`src/rtl/dadc_pkg.sv`:
```
package dadc_pkg;
  typedef enum logic [1:0] {
    ST_IDLE    = 2'd0,
    ST_SAMPLE  = 2'd1,
    ST_CONVERT = 2'd2
  } dadc_state_e;
endpackage

```
`src/rtl/dadc_trig_merge.sv`:
```
module dadc_trig_merge (
  input  logic own_trig,
  input  logic scan_trig,
  input  logic scan_member,
  output logic fire
);
  logic scan_gated;

  always_comb begin
    scan_gated = scan_trig & scan_member;
    fire       = own_trig | scan_gated;
  end
endmodule

```
`src/rtl/dadc_conv_timer.sv`:
```
module dadc_conv_timer #(
  parameter int CONV_CYCLES = 8
) (
  input  logic clk,
  input  logic rst_n,
  input  logic load,
  input  logic run,
  output logic done
);
  localparam int CNT_W = (CONV_CYCLES > 1) ? $clog2(CONV_CYCLES) : 1;

  generate
    if (CONV_CYCLES <= 1) begin : g_single
      always_comb done = run;
    end else begin : g_count
      localparam logic [CNT_W-1:0] LAST = CNT_W'(CONV_CYCLES - 1);
      logic [CNT_W-1:0] cnt_q;
      logic [CNT_W-1:0] cnt_d;

      always_comb begin
        cnt_d = cnt_q;
        if (load)
          cnt_d = LAST;
        else if (run && (cnt_q != '0))
          cnt_d = cnt_q - 1'b1;
        done = run && (cnt_q == '0);
      end

      always_ff @(posedge clk or negedge rst_n) begin
        if (!rst_n)
          cnt_q <= '0;
        else
          cnt_q <= cnt_d;
      end
    end
  endgenerate
endmodule

```
`src/rtl/dadc_result_reg.sv`:
```
module dadc_result_reg #(
  parameter int DATA_W = 12
) (
  input  logic              clk,
  input  logic              rst_n,
  input  logic              capture,
  input  logic [DATA_W-1:0] din,
  output logic [DATA_W-1:0] dout,
  output logic              valid
);
  always_ff @(posedge clk or negedge rst_n) begin
    if (!rst_n) begin
      dout  <= '0;
      valid <= 1'b0;
    end else begin
      valid <= capture;
      if (capture)
        dout <= din;
    end
  end
endmodule

```
`src/rtl/dedicated_adc_ctrl.sv`:
```
module dedicated_adc_ctrl
  import dadc_pkg::*;
#(
  parameter int DATA_W      = 12,
  parameter int CONV_CYCLES = 8
) (
  input  logic              clk,
  input  logic              rst_n,
  input  logic              enable,
  input  logic              alt_sel,
  input  logic              own_trig,
  input  logic              scan_trig,
  input  logic              scan_member,
  input  logic [DATA_W-1:0] conv_data,
  output logic              sample_sw,
  output logic              input_sel,
  output logic              conv_start,
  output logic              busy,
  output logic [DATA_W-1:0] result,
  output logic              result_valid,
  output logic              overrun
);
  dadc_state_e state_q, state_d;
  logic fire;
  logic done;
  logic start_d, start_q;
  logic ovr_d, ovr_q;
  logic sel_d, sel_q;
  logic capture;
  logic timer_run;

  dadc_trig_merge u_trig (
    .own_trig    (own_trig),
    .scan_trig   (scan_trig),
    .scan_member (scan_member),
    .fire        (fire)
  );

  dadc_conv_timer #(.CONV_CYCLES(CONV_CYCLES)) u_timer (
    .clk   (clk),
    .rst_n (rst_n),
    .load  (start_d),
    .run   (timer_run),
    .done  (done)
  );

  dadc_result_reg #(.DATA_W(DATA_W)) u_res (
    .clk     (clk),
    .rst_n   (rst_n),
    .capture (capture),
    .din     (conv_data),
    .dout    (result),
    .valid   (result_valid)
  );

  // next-state logic
  always_comb begin
    state_d = state_q;
    start_d = 1'b0;
    unique case (state_q)
      ST_IDLE: begin
        if (enable) state_d = ST_SAMPLE;
      end
      ST_SAMPLE: begin
        if (!enable) begin
          state_d = ST_IDLE;
        end else if (fire) begin
          state_d = ST_CONVERT;
          start_d = 1'b1;
        end
      end
      ST_CONVERT: begin
        if (!enable)   state_d = ST_IDLE;
        else if (done) state_d = ST_SAMPLE;
      end
      default: state_d = ST_IDLE;
    endcase

    timer_run = (state_q == ST_CONVERT) && enable;
    capture   = timer_run && done;

    ovr_d = ovr_q;
    if (!enable)
      ovr_d = 1'b0;
    else if ((state_q == ST_CONVERT) && fire)
      ovr_d = 1'b1;

    sel_d = sel_q;
    if (state_q == ST_SAMPLE)
      sel_d = alt_sel;
  end

  // registers
  always_ff @(posedge clk or negedge rst_n) begin
    if (!rst_n) begin
      state_q <= ST_IDLE;
      start_q <= 1'b0;
      ovr_q   <= 1'b0;
      sel_q   <= 1'b0;
    end else begin
      state_q <= state_d;
      start_q <= start_d;
      ovr_q   <= ovr_d;
      sel_q   <= sel_d;
    end
  end

  always_comb begin
    sample_sw  = (state_q == ST_SAMPLE);
    busy       = (state_q == ST_CONVERT);
    conv_start = start_q;
    overrun    = ovr_q;
    input_sel  = sel_q;
  end
endmodule

```
`config.mk`:
```
export PLATFORM = sky130hd
export DESIGN_NAME = dedicated_adc_ctrl
export DESIGN_NICKNAME = d
export VERILOG_FILES = /design/src/rtl/dadc_pkg.sv /design/src/rtl/dadc_trig_merge.sv /design/src/rtl/dadc_conv_timer.sv /design/src/rtl/dadc_result_reg.sv /design/src/rtl/dedicated_adc_ctrl.sv
export SDC_FILE = /design/constraint.sdc
export NUM_CORES = 1
export LEC_CHECK = 0
export BUFFER_PORTS_ARGS = -buffer_cell sky130_fd_sc_hd__clkbuf_2
export CAP_MARGIN = 10
export CORE_MARGIN = 2
export CORE_UTILIZATION = 41
export CTS_CLUSTER_DIAMETER = 50
export DETAILED_ROUTE_END_ITERATION = 12
export GPL_TIMING_DRIVEN = 0
export PLACE_DENSITY = 0.76
export SLEW_MARGIN = 20
export SYNTH_ARGS = -nofsm -noshare
export SYNTH_HDL_FRONTEND = slang
export SYNTH_SLANG_ARGS = --single-unit
```
`constraint.sdc`:
```
create_clock -name clk -period 2.8 [get_ports clk]
set_clock_uncertainty 0.05 [all_clocks]
set_input_delay 0.42 -clock clk [delete_from_list [all_inputs] [get_ports clk]]
set_output_delay 0.42 -clock clk [all_outputs]
set_load 0.01 [all_outputs]
```
Word level (Yosys, flattened, before mapping):

Index checks and enable logic that the tools add are counted.

* flip-flop bits (word level): 21
* input bits: 19
* output and inout bits: 18

* bitwise gates (word level): 2
* $add $sub $neg: 1
* equality and inequality tests: 6
* muxes and demuxes: 13
* reduce and logical (&&, ||, !) cells: 10

Operator list (number)
* 2-bit two-way mux: 5
* 3-bit two-way mux: 2
* 3-bit by 2-bit != test with 1-bit output, second input constant: 2
* 2-bit case mux with 3 select lines: 1
* 1-bit logical AND: 5
* 1-bit two-way mux: 5
* 3-bit logical NOT: 1
* 3-bit AND reduction: 1
* 3-bit nonzero test: 1
* 3-bit by 1-bit subtractor with 3-bit output, second input constant: 1
* 2-bit by 1-bit equality test with 1-bit output, second input constant: 1
* 2-bit equality test, second input constant: 1
* 2-bit logical NOT: 1
* 2-bit by 1-bit != test with 1-bit output, second input constant: 1
* 2-bit != test, second input constant: 1
* 2-bit nonzero test: 1
* 1-bit AND: 1
* 1-bit OR: 1

Longest topological paths before layout:

* depth in word-level cells: 6
* depth in mapped cells: 6
* gate-level depth less buffers: 5

By module:

From an unflattened synthesis, not the netlist that was laid out.

* cells, all modules: 68
* area, all modules: 933.4 um^2

Modules (own cells, without submodules)
* dadc_result_reg: cells an instance 26, times used 1, area each 509.2 um^2
* dedicated_adc_ctrl: cells an instance 22, times used 1, area each 229.0 um^2
* dadc_conv_timer: cells an instance 19, times used 1, area each 187.7 um^2
* dadc_trig_merge: cells an instance 1, times used 1, area each 7.5 um^2

Worst setup path before layout:

Ideal clock, no wire load.

* path type: register to register
* from: reg u_timer.g_count.cnt_q[0]
* to: reg u_res.dout[0]
* data required time: 2.625 ns
* clock period less this slack: 1.611 ns
* cell stages (with the launch flop): 7
* buffers on the path: 1
* path slack: 1.189 ns
* arrival: 1.436 ns
* cells stage by stage: dfrtp_1 -> inv_1 -> ha_1 -> or2b_4 -> nor2_8 -> buf_12 -> mux2_4

* longest elaborated chain between the ends: 3

RTL lines
* start, declared: RTL line dadc_conv_timer.sv:17 `logic [CNT_W-1:0] cnt_q;`
* start signal, assigned: RTL line dadc_conv_timer.sv:33 `cnt_q <= cnt_d;`
* 3-bit logical NOT: RTL line dadc_conv_timer.sv:26 `done = run && (cnt_q == '0);`
* 1-bit logical AND: RTL line dadc_conv_timer.sv:26
* 1-bit logical AND: RTL line dedicated_adc_ctrl.sv:80 `capture = timer_run && done;`
* net capture: RTL line dedicated_adc_ctrl.sv:29 `logic capture;`
* end signal, assigned: RTL line dadc_result_reg.sv:18 `dout <= din;`
* end, declared: RTL line dadc_result_reg.sv:8 `output logic [DATA_W-1:0] dout,`

The timed path passes the listed nets, and every way through them passes these cells.
A chain may end at the register's enable or synchronous reset.

Worst setup path after layout:

Ends and elaborated chain as after synthesis.

==> metrics.txt <==
initial core utilization 42.89%; Skew-Pair Late Insertion Delay 0.30 ns; cell row count 17; Yosys cell types 20; Vias about 650; Yosys top cell area share a little under three fifths; setup TNS 0 ns; CTS tree yes; Hold WC Path Type input port to asynchronous set/reset pin; Slew Limit Headroom between 60% and 70%; top post-synthesis cells by area dfrtp_1, mux2_4, mux2_2; CTS Root Cell clkbuf_4; Die Y slightly above 50 µm; largest net degree at the start of global routing 22; status finished, final reports clean; total CTS buffers 3; most frequent cell after synthesis dfrtp_1; average cell area after synthesis around 14 µm²; crit path DAT 1.87 ns; path type of the worst setup path flip-flop to flip-flop; area of the multi-input gates between 300 and 400 µm²; Die ar. between 2000 and 3000 µm²; maximum buffer depth of the clock tree 2; Pre-antenna DRT Iters 2; number of global-route vias before repair around 600; Post-synth EDFFs 0; WL per Instance around 12 µm; Mapped Cells 65; crit start category flip-flop; drt drc 0; peak supply drop 0.0002365 V; HPWL Detailed roughly 1.3 mm; first-pass GRT wire length between 2 and 2.5 mm; fill count ~180; Fin. Hold Viols 0; Pwr Density approximately 530 nW/µm²; Total Routing Usage GR between 10% and 20%; Tmin final about 1.7 ns; GPL Wtd Cong ~0.7; Core ar. about 2200 µm²; CTS resizes 0; total grt overflow 0; clk sink count 21; fraction of the cycle the final worst path needs between 60% and 70%; Crit. End Element flip-flop; ys flop type dfrtp_1; clock-pin slew on the worst setup and hold paths 0.10 ns; initial antenna violation count 0; Worst Path Max Fanout 10; ys async rst share between 90% and 100%; fin. max-slew vios 0; H-tree depth 1; via-per-instance ratio between 4 and 5; Ant. Diodes 0; Max Freq 0.5762 GHz; Top-Level Pins 37; share of layout cells above drive strength 1 53.33%; Port Buffer Count 36; Leakage 0.0006762 µW; Die X a little over 50 µm; final net count around 130; residual antenna-violating net count after detailed routing 0; Non-Filler Instances between 100 and 150; FF/Latch Area 525.5 µm²; Placed Cells 129; FF+latch count, synth 21; unrepaired setup endpoints after global routing false; postcts setup bufs 0; synth cell count leaders dfrtp_1, mux2_4; worst slew pin tran between 0.4 and 0.5 ns; Post-Route WL 1.568 mm; hold bufs inserted after CTS 0; sequential element share of the synthesized area a little under three fifths; cell accounting for the most synthesized area dfrtp_1; Max Cap Violations 0; Worst EP required 2.94 ns; 1st-iter DRT viols 3; syn_nets 86; Netlist Area Pre-Place roughly 940 µm²; Area Overhead vs Synth 25.70%; Yosys warnings 0; count of final setup violators 0
final cells by class:
type	count	share of cell area, %
Sequential cell	21	44.49
Multi-Input combinational cell	39	32.10
Timing Repair Buffer	36	15.25
Tap cell	28	2.966
Clock buffer	4	2.225
Buffer	1	1.695
Inverter	4	1.271
state kept, by name, indices dropped and copies added (netlist names):
name / cells
state_q: 2
input_sel: 1
overrun: 1
u_res.dout: 12
conv_start: 1
u_res.valid: 1
u_timer.g_count.cnt_q: 3
kinds of logic after synthesis:
kind of cell	share of synthesized area [%]
fa+ha+maj	2.663
simple gates	13.18
compound gates	5.326
buf+inv	3.728
mux	19.17
flops	55.93
layer usage:
metal | global-route usage, % | share of wire [%]
met3 | 3.448 | 8.2
met4 | 6.579 | 1.8
met5 | 0 | 0
met2 | 21.52 | 48
met1 | 14.21 | 42
per-stage QoR:
| stage | total power, µW | util [%] | hold slack, ns | instance area [µm²] | worst slack [ns] |
|---|---|---|---|---|---|
| finish | 626.1 | 53.91 | 0.01359 | 1181 | 1.064 |
| global route | 666.7 | 53.91 | 0.03914 | 1181 | 0.9853 |
| CTS | 633.3 | 53.91 | 0.02919 | 1181 | 1.059 |
| detailed placement | 495.8 | 52.71 | 0.3576 | 1155 | 1.091 |
| global placement | 488.4 | 52.71 | 0.3553 | 1155 | 1.114 |
| floorplan | 438.6 | - | 0.07441 | 939.7 | 1.189 |
critical path, cell delays in order, from the launching register on:
cell and delay (ns):
dfrtp_1 0.40, inv_1 0.11, ha_1 0.18, or2b_4 0.31, nor2_8 0.13, buf_12 0.15, mux2_4 0.30
power by group:
group | switching [µW] | internal, µW
sequential | 22.3 | 339
clock | 82.2 | 55.5
combinational | 62.4 | 65.2
placed cells by master, fill, tap and decap left out:
| cell type | n |
|---|---|
| a21o_1 | 1 |
| a21oi_1 | 3 |
| and2b_1 | 1 |
| and3_1 | 1 |
| and3b_1 | 1 |
| buf_12 | 1 |
| clkbuf_1 | 1 |
| clkbuf_2 | 36 |
| clkbuf_4 | 3 |
| dfrtp_1 | 21 |
| ha_1 | 2 |
| inv_1 | 4 |
| mux2_2 | 4 |
| mux2_4 | 9 |
| nand3_1 | 4 |
| nand3b_4 | 1 |
| nor2_1 | 1 |
| nor2_8 | 1 |
| nor2b_1 | 3 |
| o21a_1 | 1 |
| o21ai_0 | 4 |
| or2b_4 | 1 |
| or4_1 | 1 |
final timing paths:
| check | from | to | slack (ns) | cells after the start |
|---|---|---|---|---|
| worst max-delay path | u_timer.g_count.cnt_q[0] | u_res.dout[0] | 1.06 | 6 |
| worst min-delay path | rst_n | conv_start | 0.01 | 1 |
| worst max register to register | u_timer.g_count.cnt_q[0] | u_res.dout[0] | 1.06 | 6 |
| worst min register to register | u_res.dout[3] | u_res.dout[3] | 0.47 | 1 |
| max in group asynchronous | rst_n | state_q[0] | 2.35 | 1 |
| min in group clk | conv_data[3] | u_res.dout[3] | 0.30 | 2 |
Note: power is estimated with default switching activity, not from simulation.
